**config.mk**
```make
export PLATFORM = sky130hd
export DESIGN_NAME = addr_frame_rx
export DESIGN_NICKNAME = d
export VERILOG_FILES = /design/src/rtl/afr_pkg.sv /design/src/rtl/afr_sync.sv /design/src/rtl/afr_rx_fsm.sv /design/src/rtl/afr_seq_ctrl.sv /design/src/rtl/addr_frame_rx.sv
export SDC_FILE = /design/constraint.sdc
export NUM_CORES = 1
export LEC_CHECK = 0
export CAP_MARGIN = 20
export CORE_ASPECT_RATIO = 1.2
export CORE_MARGIN = 1
export CORE_UTILIZATION = 35
export CTS_BUF_LIST = sky130_fd_sc_hd__clkbuf_4
export DETAILED_ROUTE_END_ITERATION = 7
export GPL_ROUTABILITY_DRIVEN = 0
export SLEW_MARGIN = 30
export SYNTH_ARGS = -nofsm -noshare
export SYNTH_HDL_FRONTEND = slang
export SYNTH_SLANG_ARGS = --single-unit
```
**constraint.sdc**
```tcl
create_clock -name clk -period 2.1 [get_ports clk]
set_input_delay 0.63 -clock clk [delete_from_list [all_inputs] [get_ports clk]]
set_output_delay 0.63 -clock clk [all_outputs]
set_load 0.03 [all_outputs]
```
**src/rtl/afr_pkg.sv**
```systemverilog
package afr_pkg;

    typedef enum logic [2:0] {
        ST_IDLE,
        ST_START,
        ST_DATA,
        ST_PARITY,
        ST_STOP,
        ST_WAIT_HIGH
    } rx_state_e;

    typedef enum logic [0:0] {
        SQ_UNARMED,
        SQ_ARMED
    } seq_state_e;

endpackage

```
**src/rtl/afr_sync.sv**
```systemverilog
module afr_sync #(
    parameter int STAGES = 2
) (
    input  logic clk,
    input  logic rst_n,
    input  logic d_i,
    output logic q_o
);
    logic [STAGES-1:0] sync_q;

    always_ff @(posedge clk or negedge rst_n) begin
        if (!rst_n) sync_q <= '1;
        else        sync_q <= {sync_q[STAGES-2:0], d_i};
    end

    assign q_o = sync_q[STAGES-1];
endmodule

```
**src/rtl/afr_rx_fsm.sv**
```systemverilog
module afr_rx_fsm
    import afr_pkg::*;
#(
    parameter int TICKS_PER_BIT = 64,
    parameter int DATA_BITS     = 8
) (
    input  logic                 clk,
    input  logic                 rst_n,
    input  logic                 os_en,
    input  logic                 rx_i,
    output logic                 frame_vld_o,
    output logic [DATA_BITS-1:0] frame_data_o,
    output logic                 par_ok_o,
    output logic                 stop_ok_o
);
    localparam int CW = $clog2(TICKS_PER_BIT);
    localparam int IW = $clog2(DATA_BITS);
    localparam logic [CW-1:0] HALF_LAST = CW'(TICKS_PER_BIT / 2 - 1);
    localparam logic [CW-1:0] FULL_LAST = CW'(TICKS_PER_BIT - 1);
    localparam logic [IW-1:0] IDX_LAST  = IW'(DATA_BITS - 1);

    rx_state_e            state_q, state_d;
    logic [CW-1:0]        cnt_q, cnt_d;
    logic [IW-1:0]        idx_q, idx_d;
    logic [DATA_BITS-1:0] sh_q, sh_d;
    logic                 par_q, par_d;
    logic                 vld_q, vld_d;
    logic                 stop_q, stop_d;

    // state register
    always_ff @(posedge clk or negedge rst_n) begin
        if (!rst_n) begin
            state_q <= ST_IDLE;
            cnt_q   <= '0;
            idx_q   <= '0;
            sh_q    <= '0;
            par_q   <= 1'b0;
            vld_q   <= 1'b0;
            stop_q  <= 1'b0;
        end else begin
            state_q <= state_d;
            cnt_q   <= cnt_d;
            idx_q   <= idx_d;
            sh_q    <= sh_d;
            par_q   <= par_d;
            vld_q   <= vld_d;
            stop_q  <= stop_d;
        end
    end

    // next state and sampling
    always_comb begin
        state_d = state_q;
        cnt_d   = cnt_q;
        idx_d   = idx_q;
        sh_d    = sh_q;
        par_d   = par_q;
        vld_d   = 1'b0;
        stop_d  = stop_q;
        if (os_en) begin
            unique case (state_q)
                ST_IDLE: begin
                    if (!rx_i) begin
                        state_d = ST_START;
                        cnt_d   = '0;
                    end
                end
                ST_START: begin
                    if (cnt_q == HALF_LAST) begin
                        cnt_d   = '0;
                        idx_d   = '0;
                        state_d = rx_i ? ST_IDLE : ST_DATA;
                    end else begin
                        cnt_d = cnt_q + 1'b1;
                    end
                end
                ST_DATA: begin
                    if (cnt_q == FULL_LAST) begin
                        cnt_d = '0;
                        sh_d  = {rx_i, sh_q[DATA_BITS-1:1]};
                        if (idx_q == IDX_LAST) state_d = ST_PARITY;
                        else                   idx_d   = idx_q + 1'b1;
                    end else begin
                        cnt_d = cnt_q + 1'b1;
                    end
                end
                ST_PARITY: begin
                    if (cnt_q == FULL_LAST) begin
                        cnt_d   = '0;
                        par_d   = rx_i;
                        state_d = ST_STOP;
                    end else begin
                        cnt_d = cnt_q + 1'b1;
                    end
                end
                ST_STOP: begin
                    if (cnt_q == FULL_LAST) begin
                        cnt_d   = '0;
                        vld_d   = 1'b1;
                        stop_d  = rx_i;
                        state_d = rx_i ? ST_IDLE : ST_WAIT_HIGH;
                    end else begin
                        cnt_d = cnt_q + 1'b1;
                    end
                end
                ST_WAIT_HIGH: begin
                    if (rx_i) state_d = ST_IDLE;
                end
                default: state_d = ST_IDLE;
            endcase
        end
    end

    assign frame_vld_o  = vld_q;
    assign frame_data_o = sh_q;
    assign par_ok_o     = ~(^{sh_q, par_q});
    assign stop_ok_o    = stop_q;

    // a completed frame is only reported after an enabled cycle
    a_r10_frame_on_tick: assert property (@(posedge clk) disable iff (!rst_n)
        frame_vld_o |-> $past(os_en));

    // a frame is reported only from the stop-bit state
    a_r7_frame_from_stop: assert property (@(posedge clk) disable iff (!rst_n)
        frame_vld_o |-> $past(state_q == ST_STOP));
endmodule

```
**src/rtl/afr_seq_ctrl.sv**
```systemverilog
module afr_seq_ctrl
    import afr_pkg::*;
#(
    parameter int ADDR_W = 7
) (
    input  logic              clk,
    input  logic              rst_n,
    input  logic              frame_vld_i,
    input  logic [ADDR_W:0]   frame_data_i,
    input  logic              par_ok_i,
    input  logic              stop_ok_i,
    input  logic [ADDR_W-1:0] strap_i,
    output logic              vap_o,
    output logic              cs_o,
    output logic [ADDR_W-1:0] cmd_o,
    output logic              armed_o
);
    seq_state_e        seq_q, seq_d;
    logic              vap_q, vap_d;
    logic              cs_q, cs_d;
    logic [ADDR_W-1:0] cmd_q, cmd_d;

    logic clean, is_addr, match;
    assign clean   = frame_vld_i && par_ok_i && stop_ok_i;
    assign is_addr = frame_data_i[ADDR_W];
    assign match   = (frame_data_i[ADDR_W-1:0] == strap_i);

    always_ff @(posedge clk or negedge rst_n) begin
        if (!rst_n) begin
            seq_q <= SQ_UNARMED;
            vap_q <= 1'b0;
            cs_q  <= 1'b0;
            cmd_q <= '0;
        end else begin
            seq_q <= seq_d;
            vap_q <= vap_d;
            cs_q  <= cs_d;
            cmd_q <= cmd_d;
        end
    end

    always_comb begin
        seq_d = seq_q;
        vap_d = 1'b0;
        cs_d  = 1'b0;
        cmd_d = cmd_q;
        unique case (seq_q)
            SQ_UNARMED: begin
                if (clean && is_addr && match) begin
                    seq_d = SQ_ARMED;
                    vap_d = 1'b1;
                end
            end
            SQ_ARMED: begin
                if (clean && is_addr) begin
                    if (match) vap_d = 1'b1;
                    else       seq_d = SQ_UNARMED;
                end else if (clean) begin
                    cs_d  = 1'b1;
                    cmd_d = frame_data_i[ADDR_W-1:0];
                end
            end
            default: seq_d = SQ_UNARMED;
        endcase
    end

    assign vap_o   = vap_q;
    assign cs_o    = cs_q;
    assign cmd_o   = cmd_q;
    assign armed_o = (seq_q == SQ_ARMED);

    a_r9_vap_one_cycle: assert property (@(posedge clk) disable iff (!rst_n)
        vap_o |=> !vap_o);

    a_r9_cs_one_cycle: assert property (@(posedge clk) disable iff (!rst_n)
        cs_o |=> !cs_o);

    // a strobe only follows a cycle in which the latch was armed
    a_r5_cs_needs_arm: assert property (@(posedge clk) disable iff (!rst_n)
        cs_o |-> $past(armed_o));

    // the address pulse leaves the latch armed
    a_r2_vap_arms: assert property (@(posedge clk) disable iff (!rst_n)
        vap_o |-> armed_o);

    // a strobe is preceded by a clean frame report
    a_r6_cs_clean_frame: assert property (@(posedge clk) disable iff (!rst_n)
        cs_o |-> $past(par_ok_i && stop_ok_i && frame_vld_i));

    // the command outputs move only together with the strobe
    a_r4_cmd_with_strobe: assert property (@(posedge clk) disable iff (!rst_n)
        !cs_o |-> $stable(cmd_o));
endmodule

```
**src/rtl/addr_frame_rx.sv**
```systemverilog
module addr_frame_rx #(
    parameter int TICKS_PER_BIT = 64,
    parameter int ADDR_W        = 7,
    parameter int SYNC_STAGES   = 2
) (
    input  logic              clk,
    input  logic              rst_n,
    input  logic              os_en,
    input  logic              rx_i,
    input  logic [ADDR_W-1:0] strap_i,
    output logic              vap_o,
    output logic              cs_o,
    output logic [ADDR_W-1:0] cmd_o,
    output logic              armed_o
);
    localparam int DATA_BITS = ADDR_W + 1;

    logic                 rx_s;
    logic                 frame_vld;
    logic [DATA_BITS-1:0] frame_data;
    logic                 par_ok;
    logic                 stop_ok;

    afr_sync #(.STAGES(SYNC_STAGES)) u_sync (
        .clk   (clk),
        .rst_n (rst_n),
        .d_i   (rx_i),
        .q_o   (rx_s)
    );

    afr_rx_fsm #(
        .TICKS_PER_BIT (TICKS_PER_BIT),
        .DATA_BITS     (DATA_BITS)
    ) u_rx (
        .clk          (clk),
        .rst_n        (rst_n),
        .os_en        (os_en),
        .rx_i         (rx_s),
        .frame_vld_o  (frame_vld),
        .frame_data_o (frame_data),
        .par_ok_o     (par_ok),
        .stop_ok_o    (stop_ok)
    );

    afr_seq_ctrl #(.ADDR_W(ADDR_W)) u_seq (
        .clk          (clk),
        .rst_n        (rst_n),
        .frame_vld_i  (frame_vld),
        .frame_data_i (frame_data),
        .par_ok_i     (par_ok),
        .stop_ok_i    (stop_ok),
        .strap_i      (strap_i),
        .vap_o        (vap_o),
        .cs_o         (cs_o),
        .cmd_o        (cmd_o),
        .armed_o      (armed_o)
    );
endmodule

```
==> metrics.yaml <==
r2r_slack_ps: 160
fin_util_pct: 44.4
synth_compound_area_share_pct: 7.52
netlist_instances: 157
grt_overflow: 0
fp.dieW_um: 67.7
coreArea_um2: 4970
fmax_mhz: 493
cts_resized: 0
worstMarginPinSlew_ps: 432
drc: 0
clk_pin_slew_ps: 110
nNetsFinal: 203
holdBufCountCts: 0
reg2reg_depth: 4
dp_slack_ps: -88.1
synthArstFlopShare_pct: 100
syn-cell-area_um2: 1810
synth_fp_nets: 171
synthAdderAreaFrac_pct: 2.07
portBuffers: 20
postRouteAntennaNets: 0
setup_slack_ps: 71.6
worstPathArrival_ps: 1400
dieHeight_um: 80.8
finalPower_w: 0.00183
leakage_nw: 1.06
slowest_stage: "clkdlybuf4s50_1"
ios: 21
hpwl_mm: 2.53
synthMuxAreaShare_pct: 15.3
stdcell_area_um2: 2210
drv_cap: 0
rr_startpoint: "u_rx.frame_data_o[4]$_DFFE_PN0P_"
critical_path_class: "flip-flop to output pin"
p_per_area_nw_per_um2: 827
finalCriticalPeriod_ps: 2030
antenna_found_initial: 0
holdCritPathClass: "flip-flop to flip-flop"
startpoint_type: "flip-flop"
max_stage_delay_ps: 680
first_global_vias: 1279
report.final.hold_viol_count: 0
path_delay_family: "buffers and inverters"
setup_viol: 0
layout_common_cells: "dfrtp_1, clkdlybuf4s50_1, mux2_2"
grt_max_degree: 36
r2r-end: "u_seq.cmd_o[1]$_DFFE_PN0P_"
cts-buffers-inserted: 5
timing.final.crit_share_pct: 96.6
wirelength_mm: 3.40
fp-row-count: 28
syn_to_final_growth_pct: 21.9
htreeDepth: 2
max_slew_margin_pct: 71.2
final_cells: 250
grt_pass1_wl_mm: 5.77
end_kind: "output pin"
cp_cell_sequence: "clkdlybuf4s50_1"
start_util_pct: 36.4
cts.sink_count: 35
endpoint: "armed_o"
rsz0062_at_grt: "false"
slew_violations: 0
ys.warnings.count: 0
cp_max_fo: 3
path_buf_inv: 1
dpl.cell_count: 242
synth_top_family_by_area: "simple AND/OR/NAND/NOR gates"
placed_cell_area_um2: 2160
peakVddDrop_uv: 417
insertion_delay_ps: 330
cts_tree: "done"
drt_iter0_drc: 37
cts_buffer_depth: 2
yosys.area_share.xor_xnor_pct: 8.42
clock_skew_ps: 8.80
worst-path-stages: 1
wl_per_cell_um: 13.6
crit_required_ps: 1470
cts-root-buf: "clkbuf_4"
via_count: 1270
cts_setup_buffers: 0
synthFlopType: "dfrtp_1"
synth-simple-area-share_pct: 15.6
synth_seq_cells: 35
nFillCells: 484
status: "finished, final reports clean"
ys_seq_area_share_pct: 48.4
synth_edf_count: 0
dr.pass1.iters: 4
dieArea_um2: 5470
syn_avg_cell_area_um2: 11.5
diodes: 0
grt_usage_pct: 14.3
synth_cell_types: 42
drive_gt1_share_pct: 25.3
viasPerCell: 5.08
final_common_cell: "dfrtp_1"
stage by stage:
stage | hold slack (ps) | setup TNS, ps
after detailed placement | 354 | -132
final | 369 | 0
after global routing | 379 | 0
after floorplan | 334 | 0
after CTS | 369 | 0
after global placement | 348 | -24.6
Yosys cell counts, types with 2 or more instances:
cell type / instances / share of area [%]
nand2b_1: 3 / 1.0
nand4b_1: 2 / 0.97
xor2_1: 7 / 3.4
a211oi_1: 2 / 0.83
a2111o_1: 2 / 1.2
clkbuf_1: 5 / 1.0
or3_1: 2 / 0.69
and3_1: 2 / 0.69
nor3_1: 2 / 0.55
inv_1: 8 / 1.7
nand4_1: 5 / 1.7
mux2i_1: 4 / 2.2
nand2_1: 9 / 1.9
o211ai_1: 3 / 1.2
xnor2_1: 5 / 2.4
nand3_1: 4 / 1.1
ha_1: 3 / 2.1
mux2_2: 19 / 12
or2_2: 2 / 0.69
dfstp_2: 2 / 2.9
dfrtp_1: 33 / 46
o21ai_0: 4 / 1.1
nor2_1: 10 / 2.1
cells by family after synthesis:
family | Yosys count
multiplexers | 24
flip-flops | 35
adder cells (fa/ha/maj) | 3
XOR/XNOR | 14
AO/OA/AOI/OAI | 18
AND/OR/NAND/NOR | 50
buffers and inverters | 13
worst min path at each step:
stage / cells past startpoint / start / to
6_report: 0 / u_sync.sync_q[0]$_DFF_PN1_ / u_sync.sync_q[1]$_DFF_PN1_
5_1_grt: 0 / u_sync.sync_q[0]$_DFF_PN1_ / u_sync.sync_q[1]$_DFF_PN1_
4_1_cts: 0 / u_sync.sync_q[0]$_DFF_PN1_ / u_sync.sync_q[1]$_DFF_PN1_
3_5_place_dp: 0 / u_sync.sync_q[0]$_DFF_PN1_ / u_sync.sync_q[1]$_DFF_PN1_
3_3_place_gp: 0 / u_sync.sync_q[0]$_DFF_PN1_ / u_sync.sync_q[1]$_DFF_PN1_
2_1_floorplan: 0 / rst_n / asynchronous set/reset pin
where the power goes:
part           switching [W]  internal (W)
Clock               0.000229      0.000125
Sequential          0.000133      0.000777
Combinational       0.000261      0.000301
Total               0.000623       0.00120
sequential cells by signal, indices dropped and copies added, names as in the netlist, named ones only:
name,flops
u_sync.sync_q,2
u_seq.cmd_o,7
u_seq.cs_o,1
u_rx.frame_vld_o,1
u_rx.stop_ok_o,1
u_rx.state_q,3
u_rx.frame_data_o,8
u_rx.par_q,1
u_rx.idx_q,3
u_rx.cnt_q,6
u_seq.vap_o,1
area by class of cell:
cell class	instances	area (µm²)	share of cell area (%)
clock buffer	5	37.5	1.70
clock inverter	3	15.0	0.680
timing repair buffer	30	288	13.0
inverter	8	30.0	1.36
tap	60	75.1	3.40
multi-input combinational	109	886	40.1
sequential	35	878	39.8
routing by layer:
metal	GRT usage [%]	up-vias	part of all wire, %
met5	0	-	0
met4	5.74	0	1.4
met3	3.79	5	3.6
met2	24.8	23	51
met1	16.3	619	44
li1	-	623	-
Power figures use the tool's default switching activity.
